<file path="config.mk">
export PLATFORM = sky130hd
export DESIGN_NAME = cal_alarm_match
export DESIGN_NICKNAME = d
export VERILOG_FILES = /design/src/rtl/cal_alarm_pkg.sv /design/src/rtl/cal_alarm_regs.sv /design/src/rtl/cal_alarm_cmp.sv /design/src/rtl/cal_alarm_flag.sv /design/src/rtl/cal_alarm_match.sv
export SDC_FILE = /design/constraint.sdc
export NUM_CORES = 1
export LEC_CHECK = 0
export ABC_CLOCK_PERIOD_IN_PS = 3040
export BUFFER_PORTS_ARGS = -buffer_cell sky130_fd_sc_hd__buf_2
export CAP_MARGIN = 15
export CORE_AREA = 2 2 95 97
export CTS_CLUSTER_SIZE = 10
export DETAILED_ROUTE_END_ITERATION = 8
export DIE_AREA = 0 0 97 99
export PLACE_DENSITY_LB_ADDON = 0.05
export REMOVE_ABC_BUFFERS = 1
export SLEW_MARGIN = 20
export SYNTH_ARGS = -nofsm -noshare
export SYNTH_HDL_FRONTEND = slang
export SYNTH_HIERARCHICAL = 1
export SYNTH_SLANG_ARGS = --single-unit
</file>
<file path="constraint.sdc">
create_clock -name clk -period 3.04 [get_ports clk]
set_input_delay 0.608 -clock clk [delete_from_list [all_inputs] [get_ports clk]]
set_output_delay 0.608 -clock clk [all_outputs]
set_load 0.01 [all_outputs]
</file>
<file path="src/rtl/cal_alarm_pkg.sv">
package cal_alarm_pkg;

  localparam int unsigned FIELD_COUNT = 6;
  localparam int unsigned FIELD_W     = 8;
  localparam int unsigned REG_AW      = 3;

  // Significant BCD bits per field; upper bits can never be non-zero in a
  // valid calendar value and are dropped when software writes the field.
  function automatic logic [63:0] field_mask(int unsigned idx);
    case (idx)
      0, 1:    field_mask = 64'h7F;  // seconds, minutes: 0..59
      2, 3:    field_mask = 64'h3F;  // hours 0..23, day 1..31
      4:       field_mask = 64'h1F;  // month 1..12
      default: field_mask = 64'hFF;  // year 00..99
    endcase
  endfunction

endpackage

</file>
<file path="src/rtl/cal_alarm_regs.sv">
module cal_alarm_regs
  import cal_alarm_pkg::*;
#(
  parameter int unsigned FIELDS = FIELD_COUNT,
  parameter int unsigned DW     = FIELD_W,
  parameter int unsigned AW     = REG_AW
) (
  input  logic                 clk,
  input  logic                 rst,
  input  logic                 wr_en,
  input  logic [AW-1:0]        wr_addr,
  input  logic [DW-1:0]        wr_data,
  output logic [FIELDS*DW-1:0] alarm_flat,
  output logic                 irq_en
);

  localparam logic [AW-1:0] CTRL_ADDR = AW'(FIELDS);

  for (genvar g = 0; g < FIELDS; g++) begin : g_field
    localparam logic [DW-1:0] MASK = DW'(field_mask(g));
    logic [DW-1:0] val_q;

    always_ff @(posedge clk) begin
      if (rst) begin
        val_q <= '0;
      end else if (wr_en && wr_addr == AW'(g)) begin
        val_q <= wr_data & MASK;
      end
    end

    assign alarm_flat[g*DW +: DW] = val_q;
  end

  always_ff @(posedge clk) begin
    if (rst) begin
      irq_en <= 1'b0;
    end else if (wr_en && wr_addr == CTRL_ADDR) begin
      irq_en <= wr_data[0];
    end
  end

endmodule

</file>
<file path="src/rtl/cal_alarm_cmp.sv">
module cal_alarm_cmp
  import cal_alarm_pkg::*;
#(
  parameter int unsigned FIELDS = FIELD_COUNT,
  parameter int unsigned DW     = FIELD_W
) (
  input  logic                 clk,
  input  logic                 rst,
  input  logic                 tick,
  input  logic [FIELDS*DW-1:0] alarm_flat,
  input  logic [FIELDS*DW-1:0] cal_flat,
  output logic                 hit
);

  logic [FIELDS-1:0] lane_eq;
  logic              all_eq;
  logic              prev_eq_q;

  for (genvar g = 0; g < FIELDS; g++) begin : g_lane
    assign lane_eq[g] = (alarm_flat[g*DW +: DW] == cal_flat[g*DW +: DW]);
  end

  assign all_eq = &lane_eq;

  // Equality is sampled only at calendar ticks; an event needs the
  // previous tick to have been unequal, so a frozen calendar fires once.
  always_ff @(posedge clk) begin
    if (rst) begin
      hit       <= 1'b0;
      prev_eq_q <= 1'b0;
    end else begin
      hit <= tick & all_eq & ~prev_eq_q;
      if (tick) begin
        prev_eq_q <= all_eq;
      end
    end
  end

endmodule

</file>
<file path="src/rtl/cal_alarm_flag.sv">
module cal_alarm_flag (
  input  logic clk,
  input  logic rst,
  input  logic hit,
  input  logic clr,
  input  logic irq_en,
  output logic flag,
  output logic irq
);

  // A new event outranks a clear landing on the same edge.
  always_ff @(posedge clk) begin
    if (rst) begin
      flag <= 1'b0;
      irq  <= 1'b0;
    end else begin
      flag <= hit | (flag & ~clr);
      irq  <= flag & irq_en;
    end
  end

endmodule

</file>
<file path="src/rtl/cal_alarm_match.sv">
module cal_alarm_match
  import cal_alarm_pkg::*;
#(
  parameter int unsigned FIELDS = FIELD_COUNT,
  parameter int unsigned DW     = FIELD_W,
  parameter int unsigned AW     = REG_AW
) (
  input  logic                 clk,
  input  logic                 rst,
  input  logic                 cal_tick,
  input  logic [FIELDS*DW-1:0] cal_now,
  input  logic [AW-1:0]        reg_addr,
  input  logic                 reg_we,
  input  logic [DW-1:0]        reg_wdata,
  output logic [DW-1:0]        reg_rdata,
  output logic                 alarm_irq
);

  localparam logic [AW-1:0] CTRL_ADDR = AW'(FIELDS);
  localparam logic [AW-1:0] STAT_ADDR = AW'(FIELDS + 1);

  logic [FIELDS*DW-1:0] alarm_flat;
  logic                 irq_en;
  logic                 cmp_hit;
  logic                 flag_q;
  logic                 stat_clr;
  logic [DW-1:0]        rd_next;

  cal_alarm_regs #(.FIELDS(FIELDS), .DW(DW), .AW(AW)) u_regs (
    .clk        (clk),
    .rst        (rst),
    .wr_en      (reg_we),
    .wr_addr    (reg_addr),
    .wr_data    (reg_wdata),
    .alarm_flat (alarm_flat),
    .irq_en     (irq_en)
  );

  cal_alarm_cmp #(.FIELDS(FIELDS), .DW(DW)) u_cmp (
    .clk        (clk),
    .rst        (rst),
    .tick       (cal_tick),
    .alarm_flat (alarm_flat),
    .cal_flat   (cal_now),
    .hit        (cmp_hit)
  );

  assign stat_clr = reg_we && (reg_addr == STAT_ADDR) && reg_wdata[0];

  cal_alarm_flag u_flag (
    .clk    (clk),
    .rst    (rst),
    .hit    (cmp_hit),
    .clr    (stat_clr),
    .irq_en (irq_en),
    .flag   (flag_q),
    .irq    (alarm_irq)
  );

  always_comb begin
    rd_next = '0;
    for (int i = 0; i < int'(FIELDS); i++) begin
      if (reg_addr == AW'(i)) begin
        rd_next = alarm_flat[i*DW +: DW];
      end
    end
    if (reg_addr == CTRL_ADDR) begin
      rd_next = {{(DW-1){1'b0}}, irq_en};
    end
    if (reg_addr == STAT_ADDR) begin
      rd_next = {{(DW-1){1'b0}}, flag_q};
    end
  end

  always_ff @(posedge clk) begin
    if (rst) begin
      reg_rdata <= '0;
    end else begin
      reg_rdata <= rd_next;
    end
  end

endmodule

</file>
-- Word-level counts from Yosys, hierarchy flattened
Index checks and enable logic that the tools add are counted.
- bits in registers: 52
- input bits: 63
- output and inout bits: 9
- logic and storage cells: 53
- eq/ne operators: 13
- muxes and demuxes: 8
- bitwise gates (word level): 7
- reduce and logical (&&, ||, !) cells: 12
- operator list (operator ; count):
    8-bit 2-to-1 mux ; 5
    6-bit by 8-bit == test with 1-bit output ; 2
    7-bit by 8-bit == test with 1-bit output ; 2
    3-bit == test (second input constant) ; 4
    1-bit logical AND ; 9
    5-bit by 8-bit == test with 1-bit output ; 1
    8-bit == test ; 1
    7-bit 2-to-1 mux ; 1
    3-bit by 2-bit == test with 1-bit output (second input constant) ; 2
    6-bit AND reduction ; 1
    1-bit bitwise AND ; 4
    3-bit by 1-bit == test with 1-bit output (second input constant) ; 1
    3-bit zero test ; 1
    3-bit OR reduction ; 1
    1-bit 2-to-1 mux ; 2
    1-bit inverter ; 2
    1-bit bitwise OR ; 1

-- Longest topological paths before layout
Gate-level depths: netlist of the first run.
- word-level depth: 9
- mapped depth: 6
- depth with buffers taken out: 5

-- Cells and area by module
The synthesis of the first run kept the hierarchy.
- by module, submodules not included (module ; times used ; cells an instance ; area each (µm²) ; seq. area each (µm²)):
    cal_alarm_regs ; 1 ; 160 ; 1742.9 ; 800.8
    cal_alarm_match ; 1 ; 77 ; 674.4 ; 160.2
    cal_alarm_cmp ; 1 ; 73 ; 590.6 ; 40.0
    cal_alarm_flag ; 1 ; 7 ; 66.3 ; 40.0

-- Least setup slack after synthesis of the first run
No wires, ideal clock.
- path type: input -> register
- from: input port reg_addr[1]
- to: register u_regs.g_field[0].val_q[0]
- library setup time: 125 ps
- arrival time: 1505 ps
- required time: 2915 ps
- setup slack: 1409 ps
- cell stages on the path: 4
- buffers on the path: 2
- cell sequence: buf_2 or4b_4 buf_6 mux2i_1
- cells in the longest elaborated chain, start to end: 2
- RTL lines (item ; RTL line ; RTL):
    start, declared ; cal_alarm_match.sv:12 ; input logic [AW-1:0] reg_addr,
    3-bit zero test ; cal_alarm_regs.sv:26 ; end else if (wr_en && wr_addr == AW'(g)) begin
    1-bit logical AND ; cal_alarm_regs.sv:26 ;
    end signal, assigned ; cal_alarm_regs.sv:27 ; val_q <= wr_data & MASK;
    end, declared ; cal_alarm_regs.sv:21 ; logic [DW-1:0] val_q;
No other way between the ends.
A chain may end at the register's enable or synchronous reset.

==> results of run 1 <==
-- routing by layer --
layer / GRT usage / up-vias / wire length (um)
li1: - / 1213 / -
met1: 0.250 / 1168 / 4050
met2: 0.298 / 79 / 4180
met3: 0.0326 / 7 / 533
met4: 0.0412 / 0 / 74
met5: 0 / - / 0
-- cells by family (layout without fill, tap and decap cells) --
kind of cell	count (synthesis)	count (layout)	share of synthesized area
DFF	52	52	0.339
muxes	49	49	0.170
and+or+nand+nor	115	115	0.231
buffers and inverters	26	84	0.0553
other	1	9	0.00122
xor gates and xnor gates	47	47	0.134
AOI/OAI and AO/OA	27	27	0.0700
-- layout make-up --
type / instances / area [um2] / share of cell area
well taps: 108 / 135 / 0.0379
clock buffers: 6 / 72.6 / 0.0204
multi-input cells: 247 / 1890 / 0.531
flip-flops and latches: 52 / 1040 / 0.292
repair buffers: 75 / 385 / 0.108
clock inverters: 2 / 35.0 / 0.00982
inverters: 1 / 3.75 / 0.00105
-- final timing paths --
check             cells past startpoint                       start  slack (ns)        end
setup / recovery                      6                         rst        1.22  u_cmp/hit
hold / removal                        1             u_cmp/prev_eq_q        0.42  u_cmp/hit
setup reg to reg                      5  u_regs/g_field[1].val_q[1]        1.55  u_cmp/hit
hold reg to reg                       1             u_cmp/prev_eq_q        0.42  u_cmp/hit
-- cells in the mapped netlist, types with 2 or more instances --
master and count:
o2bb2ai_1 6, nand4bb_1 3, nand4b_1 3, nor4_1 3, xor2_1 3, o21ai_0 2
nand3_1 2, mux4_1 2, o221a_2 6, nand2_1 11, nor2b_1 2, or2_1 6
a21oi_2 2, xnor2_1 44, nand4_1 12, nand2b_1 54, mux2i_1 47, buf_6 3
clkbuf_1 7, a21oi_1 8, buf_2 5, dfxtp_1 52, nor2_1 11, buf_4 9
and4b_1 2
-- stage by stage --
stage | area [um2] | std cells
2_1_floorplan | 2940 | 300
3_3_place_gp | 3460 | 483
3_5_place_dp | 3460 | 483
4_1_cts | 3570 | 491
5_1_grt | 3570 | 491
6_report | 3570 | 491
-- critical path, cell delays in order --
cell	delay, ns
buf_2	0.34
and2b_1	0.30
nand4_1	0.14
nor4_1	0.34
nand4_1	0.20
nor2_1	0.13
-- state kept, by name (all words and copies together), names as in the netlist --
name,cells
reg_rdata,8
u_cmp/hit,1
u_cmp/prev_eq_q,1
u_flag/flag,1
u_flag/irq,1
u_regs/g_field.val_q,39
u_regs/irq_en,1
-- layout by cell type, fill, tap and decap left out, drive strengths merged, types with 2 or more instances in the layout --
cell / instances
nand4bb: 3
o2bb2ai: 6
o221a: 6
nor2b: 2
conb: 9
mux4: 2
buf: 75
clkbuf: 6
a21oi: 10
nand2: 11
nand3: 2
o21ai: 2
nand4b: 3
nor4: 3
nand4: 12
nand2b: 54
nor2: 12
dfxtp: 52
or2: 6
and2b: 2
xor2: 3
xnor2: 44
and4b: 2
mux2i: 47
-- power groups by stage --
stage | Sequential (uW) | Combinational [uW] | Clock, uW
3_3_place_gp | 725 | 230 | 0
2_1_floorplan | 724 | 116 | 0
4_1_cts | 709 | 233 | 491
3_5_place_dp | 725 | 231 | 0
6_report | 709 | 232 | 482
5_1_grt | 711 | 250 | 514
==> results.yml, run 1 <==
run_status:
  status: "finished, final reports clean"
yosys:
  netlist_area_mm2: 0.00307
  yosys_warnings: 6
  yosys.cell_types.count: 37
  syn_inst: 317
  async_reset_ff_frac: 0
  synth_flop_cell: "dfxtp_1"
  synth_enable_flop_cells: 0
  syn_area_per_cell_um2: 9.70
  synth_top_cell_by_area: "dfxtp_1"
  synth_top_area_share: 0.339
  ys_seq_area_frac: 0.339
  ys_seq_elements: 52
  synthTopCellsByArea: "dfxtp_1 34%, mux2i_1 15%, xnor2_1 13%"
cts:
  holdBufCountCts: 0
  root_buffer: "clkbuf_8"
  cts_buffers: 5
  cts_buffer_depth: 2
  cts_resized: 0
  cts_htree_levels: 2
  clk-insertion-delay-late_ns: 0.31
  clkTransAtPathRegs_ns: 0.11
  cts_tree: "yes"
  cts_setup_buffers: 0
  cts.sinks: 52
floorplan:
  fp.dieH_um: 99
  die_area_mm2: 0.00960
  num_rows: 34
  io_pins: 72
  core_area_mm2: 0.00855
  start_util: 0.360
  die_w_um: 97
detailed_routing:
  postRouteAntennaNets: 0
  avgViaCountPerCell: 5.02
  drt_pass1_iterations: 5
  first_iter_violations: 103
  drc: 0
  vias: 2467
  post_drt_wl_per_cell_um: 18.0
  wirelength_mm: 8.84
power:
  pwr-share-seq: 0.498
  p_comb_frac: 0.163
  powerDensity_mw_per_mm2: 399
  p_clk_frac: 0.339
  ir_drop_mv: 0.209
  internal_power_uw: 1050
  p_switching_uw: 370
  swShare: 0.260
  p_leak_uw: 0.00153
  fin_total_pwr_uw: 1420
sta:
  period_needed_ns: 1.82
  skew_ns: 0.0157
  setup-violations-final: 0
  holdWs_ns: 0.423
  fmax_ghz: 0.550
  finalMaxSlewViolations: 0
  worst_pin_slew_ns: 0.741
  setup-tns-final_ns: 0
  timing.final.ws_setup_ns: 1.22
  final-hold-violation-count: 0
  fin_crit_sh: 0.599
  max_slew_margin: 0.506
  rsz0062_at_grt: "no"
cells_and_area:
  utilization: 0.417
  nets: 445
  drive_gt1_frac: 0.248
  antenna_cells: 0
  fillers: 903
  syn_to_final_growth_pct: 16.0
worst_setup_path:
  critPathLaunchType: "input port"
  arrival_ns: 2.07
  crit_required_ns: 3.29
  cp-end-kind: "register"
  critPathKind: "in2reg"
  worstPathMaxFanout: 46
global_routing:
  grtUsageTotal: 0.182
  grt_overflow: 0
  grt_max_degree: 47
  antenna_found_initial: 0
  grt_pass1_wl_mm: 13.4
  grt_pass1_vias: 2419
place:
  dp_slack_ns: 0.921
  port-buffer-count: 71
  gp_congestion: 0.781
  hpwlAfterDp_mm: 6.50
min_path:
  hold_path_class: "reg2reg"
run:
  max_cap_violations: 0
Power figures use the tool's default switching activity.
==> run 2: changes to the inputs <==
--- a/config.mk
+++ b/config.mk
@@ -5,13 +5,14 @@
 export SDC_FILE = /design/constraint.sdc
 export NUM_CORES = 1
 export LEC_CHECK = 0
-export ABC_CLOCK_PERIOD_IN_PS = 3040
+export ABC_AREA = 1
+export ABC_CLOCK_PERIOD_IN_PS = 1800
 export BUFFER_PORTS_ARGS = -buffer_cell sky130_fd_sc_hd__buf_2
 export CAP_MARGIN = 15
-export CORE_AREA = 2 2 95 97
+export CORE_AREA = 2 2 99 101
 export CTS_CLUSTER_SIZE = 10
 export DETAILED_ROUTE_END_ITERATION = 8
-export DIE_AREA = 0 0 97 99
+export DIE_AREA = 0 0 101 103
 export PLACE_DENSITY_LB_ADDON = 0.05
 export REMOVE_ABC_BUFFERS = 1
 export SLEW_MARGIN = 20
==> constraint.sdc (replaced) <==
create_clock -name clk -period 1.8 [get_ports clk]
set_input_delay 0.36 -clock clk [delete_from_list [all_inputs] [get_ports clk]]
set_output_delay 0.36 -clock clk [all_outputs]
set_load 0.01 [all_outputs]
==> run 2 against run 1 <==
  * Clock power increased by 50%
  * Clock skew decreased by 0.0030 ns
  * Non-clock buffer count increased by 6
  * Cell count increased by 58%
  * Register-to-register slack got worse by 1.3 ns
  * Sequential power increased by 73%
  * Via count increased by 47%
  * Global-route usage increased by 4.0 points
  * Combinational power increased by 110%
  * Area after synthesis increased by 8.6%
  * Sequential share of layout area decreased by 2.7 points
  * Wire length increased by 25%
==> results.yml, run 2 <==
min_path:
  hold_depth: 2
  hold_path_class: "in2reg"
  min_from: "rst"
  whs_endpoint: "u_flag/irq"
cts:
  cts_buffer_depth: 2
  cts_setup_buffers: 0
  cts_resized: 0
  root_buffer: "clkbuf_8"
  cts_tree: "yes"
  clk-insertion-delay-late_ns: 0.32
  clkTransAtPathRegs_ns: 0.10
  cts_buffers: 5
  cts.sinks: 52
  cts_htree_levels: 2
  holdBufCountCts: 0
yosys:
  syn_inst: 585
  netlist_area_mm2: 0.00334
  ys_top_cells_by_count: "185 x nand2_1, 120 x nor2_1, 79 x inv_1"
  synth_top_family_by_area: "simple AND/OR/NAND/NOR gates"
  ys_seq_area_frac: 0.312
  yosys.cell_types.count: 27
  synth_most_common_cell: "nand2_1"
  synth_top_area_share: 0.312
  synth_top_cell_by_area: "dfxtp_1"
  ys_seq_elements: 52
  synthXorXnorAreaFrac: 0.0236
  synthTopCellsByArea: "dfxtp_1 31%, nand2_1 21%, nor2_1 13%"
  synth_enable_flop_cells: 0
  synth_compound_area_frac: 0.0596
  synthSimpleGateAreaFrac: 0.468
  synth_mux_area_frac: 0
  syn_area_per_cell_um2: 5.71
  async_reset_ff_frac: 0
  yosys_warnings: 6
  synth_flop_cell: "dfxtp_1"
  synthAdderAreaFrac: 0
global_routing:
  grt_overflow: 0
  grt_max_degree: 37
  grt_pass1_wl_mm: 17.3
  grt_pass1_vias: 3339
  grtUsageTotal: 0.222
  antenna_found_initial: 0
floorplan:
  start_util: 0.353
  num_rows: 36
  die_area_mm2: 0.0104
  core_area_mm2: 0.00946
  die_w_um: 101
  io_pins: 72
  fp.dieH_um: 103
sta:
  skew_ns: 0.0127
  worst_pin_slew_ns: 0.682
  fmax_ghz: 0.661
  setup-violations-final: 0
  rsz0062_at_grt: "no"
  final-hold-violation-count: 0
  max_slew_margin: 0.543
  finalMaxSlewViolations: 0
  fin_crit_sh: 0.841
  period_needed_ns: 1.51
  holdWs_ns: 0.294
worst_setup_path:
  critPathKind: "reg2reg"
  critPathTopFamily: "simple AND/OR/NAND/NOR gates"
  worst-path-buf-inv: 1
  critPathLaunchType: "register"
  worstPathMaxFanout: 4
  slowest_stage: "dfxtp_1"
  worstReg2RegEnd: "u_cmp/hit"
  regToRegSetupSlack_ns: 0.29
  cp-end-kind: "register"
  arrival_ns: 1.77
  cpPeakStageDelay_ns: 0.41
  rr_worst_depth: 10
  cp.depth: 10
  cp_cell_sequence: "inv_1 > nand2_1 > nand2_1 > nor2_1 > nand2_1 > nor2_1 > nand2_1 > nor2_1 > nand2_1 > nor2_2"
  r2r_start: "u_regs/g_field[3].val_q[0]"
  crit_top_cell: "nand2_1"
  crit_required_ns: 2.06
place:
  gp_congestion: 0.906
  port-buffer-count: 71
  place_inst: 769
  hpwlAfterDp_mm: 8.68
detailed_routing:
  drc: 0
  wirelength_mm: 11.1
  drt_pass1_iterations: 5
  post_drt_wl_per_cell_um: 14.3
  postRouteAntennaNets: 0
  first_iter_violations: 199
  avgViaCountPerCell: 4.65
  vias: 3615
cells_and_area:
  top_register: "u_regs/g_field.val_q"
  biggestRegsByFlops: "u_regs/g_field.val_q: 39 flops, reg_rdata: 8 flops"
  final_cell_mix: "185 x nand2_1, 120 x nor2_1, 79 x inv_1"
  largest_reg_flops: 39
  antenna_cells: 0
  nets: 725
  utilization: 0.415
  drive_gt1_frac: 0.169
  syn_to_final_growth_pct: 17.7
  finalNonFillerCells: 777
  final_common_cell: "nand2_1"
run_status:
  status: "finished, final reports clean"
power:
  p_leak_uw: 0.00199
  powerDensity_mw_per_mm2: 621
  ir_drop_mv: 0.357
  fin_total_pwr_uw: 2440
run:
  max_cap_violations: 0
-- run 2: final cells by class --
class                      count  area [um2]
clock buffer                   5        68.8
inverter                      88         333
tap                          114         143
sequential                    52        1040
timing repair buffer          81         443
fill                        1080        5530
multi-input combinational    434        1870
clock inverter                 3        27.5
-- run 2: through the flow --
stage	setup TNS [ns]	setup slack, ns	area [um2]
2_1_floorplan	0	0.551	3250
3_3_place_gp	-0.0207	-0.0207	3830
3_5_place_dp	-0.0160	-0.0160	3830
4_1_cts	0	0.304	3930
5_1_grt	0	0.154	3930
6_report	0	0.286	3930
-- run 2: cells by family after synthesis --
| family | count (synthesis) |
|---|---|
| and+or+nand+nor | 377 |
| other | 1 |
| DFF | 52 |
| buffers and inverters | 107 |
| xor gates and xnor gates | 9 |
| AOI/OAI and AO/OA | 39 |
-- run 2: worst max-delay path by stage --
stage / from / to
floorplan: reg_we / u_regs/g_field[0].val_q[0]
global placement: reg_addr[2] / reg_rdata[5]
detailed placement: reg_addr[2] / reg_rdata[5]
CTS: u_regs/g_field[3].val_q[0] / u_cmp/hit
global route: u_regs/g_field[3].val_q[0] / u_cmp/hit
finish: u_regs/g_field[3].val_q[0] / u_cmp/hit
-- run 2: layer usage --
| layer | track usage | up-vias | share of wire |
|---|---|---|---|
| met5 | 0 | - | 0 |
| met4 | 0.0572 | 0 | 0.020 |
| met3 | 0.0258 | 13 | 0.040 |
| met2 | 0.381 | 86 | 0.47 |
| met1 | 0.298 | 1603 | 0.48 |
| li1 | - | 1913 | - |
-- run 2: power by group --
group	internal, uW	leakage [uW]	total [uW]	switching, uW
clock	287	0.0000463	723	436
combinational	185	0.00152	491	307
sequential	1190	0.000422	1230	37.3
==> run 3: changes to the inputs <==
--- a/config.mk
+++ b/config.mk
@@ -6,7 +6,7 @@
 export NUM_CORES = 1
 export LEC_CHECK = 0
 export ABC_AREA = 1
-export ABC_CLOCK_PERIOD_IN_PS = 1800
+export ABC_CLOCK_PERIOD_IN_PS = 1400
 export BUFFER_PORTS_ARGS = -buffer_cell sky130_fd_sc_hd__buf_2
 export CAP_MARGIN = 15
 export CORE_AREA = 2 2 99 101
==> constraint.sdc (replaced) <==
create_clock -name clk -period 1.4 [get_ports clk]
set_input_delay 0.28 -clock clk [delete_from_list [all_inputs] [get_ports clk]]
set_output_delay 0.28 -clock clk [all_outputs]
set_load 0.01 [all_outputs]
==> run 3 against run 2 <==
  * Wire length rose by 0.48%
  * Global-route usage rose by 0.27 points
  * Sequential cell count did not move
  * Maximum frequency rose by 14%
  * Highest routed layer unchanged
  * Largest power group unchanged
  * Die area did not move
  * Clock-buffer cell count did not move
  * Setup slack got worse by 0.21 ns
  * Cell count rose by 3.0%
  * Combinational power rose by 41%
==> results.yml, run 3 (synthesis results as in run 2) <==
power:
  powerDensity_mw_per_mm2: 761
  ir_drop_mv: 0.475
  p_clk_frac: 0.297
  p_comb_frac: 0.215
  p_switching_uw: 1040
  p_leak_uw: 0.00213
  internal_power_uw: 2180
  swShare: 0.323
  pwr-share-seq: 0.489
global_routing:
  grt_pass1_vias: 3459
  grtUsageTotal: 0.225
  grt_overflow: 0
  grt_max_degree: 41
  antenna_found_initial: 0
  grt_pass1_wl_mm: 17.6
sta:
  period_needed_ns: 1.32
  fmax_ghz: 0.756
  holdWs_ns: 0.249
  setup-tns-final_ns: 0
  skew_ns: 0.00765
  timing.final.ws_setup_ns: 0.0772
  worst_pin_slew_ns: 0.596
  final-hold-violation-count: 0
  setup-violations-final: 0
  finalMaxSlewViolations: 0
  fin_crit_sh: 0.945
  max_slew_margin: 0.601
floorplan:
  core_area_mm2: 0.00946
  io_pins: 72
  start_util: 0.353
  fp.dieH_um: 103
  die_area_mm2: 0.0104
  num_rows: 36
  die_w_um: 101
min_path:
  min_from: "cal_tick"
  hold_path_class: "in2reg"
detailed_routing:
  postRouteAntennaNets: 0
  drc: 0
  avgViaCountPerCell: 4.64
  post_drt_wl_per_cell_um: 13.9
  first_iter_violations: 212
  drt_pass1_iterations: 5
  wirelength_mm: 11.1
  vias: 3712
cts:
  cts_buffer_depth: 2
  clkTransAtPathRegs_ns: 0.11
  cts_buffers: 5
  clk-insertion-delay-late_ns: 0.32
  root_buffer: "clkbuf_8"
  cts_htree_levels: 2
  cts.sinks: 52
  cts_tree: "yes"
worst_setup_path:
  critPathLaunchType: "register"
  worstPathMaxFanout: 3
  startpoint: "u_regs/g_field[3].val_q[0]"
  crit_required_ns: 1.66
  cp-end-kind: "register"
  arrival_ns: 1.59
  r2r_start: "u_regs/g_field[3].val_q[0]"
  critPathKind: "reg2reg"
cells_and_area:
  final_common_cell: "nand2_1"
  antenna_cells: 0
  nets: 748
  biggestRegsByFlops: "u_regs/g_field.val_q: 39 flops, reg_rdata: 8 flops"
  largest_reg_flops: 39
  final_cell_mix: "180 x nand2_1, 116 x nor2_1, 79 x inv_1"
  drive_gt1_frac: 0.242
  syn_to_final_growth_pct: 26.6
  top_register: "u_regs/g_field.val_q"
run_status:
  status: "finished, final reports clean"
place:
  gp_congestion: 0.915
  port-buffer-count: 71
  dp_slack_ns: -0.0896
  hpwlAfterDp_mm: 8.84
run:
  max_cap_violations: 0
run 3: changes by cell type in the layout (fill, tap and decap cells not counted), moves of 3 or more:
cell	change
dfxtp_2	+18
buf_4	+19
nand2_1	-5
dfxtp_1	-21
nor2_1	-4
buf_12	+4
nor2_4	+3
dfxtp_4	+3
nand2_2	+5
run 3: routing by layer:
metal  GRT usage  wire [um]
met5           0          0
met4      0.0582        197
met3      0.0264        528
met2       0.383       5240
met1       0.303       5170
run 3: through the flow:
step / total power (uW) / cell area, um2 / utilization / std cells
after floorplan: 1960 / 3250 / - / 574
after global placement: 2280 / 4060 / 0.430 / 793
after detailed placement: 2280 / 4060 / 0.430 / 793
after CTS: 3220 / 4170 / 0.440 / 801
after global routing: 3390 / 4230 / 0.447 / 800
final: 3220 / 4230 / 0.447 / 800
run 3: final timing paths:
check | end | slack, ns | cells past startpoint
max reg2reg | u_cmp/hit | 0.08 | 10
min reg2reg | u_cmp/hit | 0.43 | 1
min | u_cmp/prev_eq_q | 0.25 | 4
max | u_cmp/hit | 0.08 | 10
run 3: critical path, stage by stage, from the launching register on:
cell and delay (ns):
dfxtp_2 0.36, inv_1 0.04, nand2_1 0.05, nand2_1 0.08
nor2_1 0.11, nand2_1 0.05, nor2_1 0.13, nand2_1 0.10
nor2_4 0.16, nand2_2 0.09, nor2_2 0.10
run 3: area by class of cell:
type,count,area (um2)
Clock buffer,5,68.8
Clock inverter,3,27.5
Fill cell,1051,5230
Inverter,88,333
Multi-Input combinational cell,434,1920
Sequential cell,52,1070
Tap cell,114,143
Timing Repair Buffer,104,666
run 3: power by group through the flow:
stage / registers (uW) / logic (uW) / clock network, uW
after floorplan: 1600 / 359 / 0
after global placement: 1610 / 669 / 0
after detailed placement: 1610 / 674 / 0
after CTS: 1570 / 677 / 968
after global routing: 1580 / 782 / 1030
final: 1570 / 691 / 954
run 3: what timing repair did:
item                       CTS  global route
hold buffers                 0             0
pin swaps                    0            15
setup endpoints to repair    2             2
setup buffers                0             0
gates resized for setup      2            35
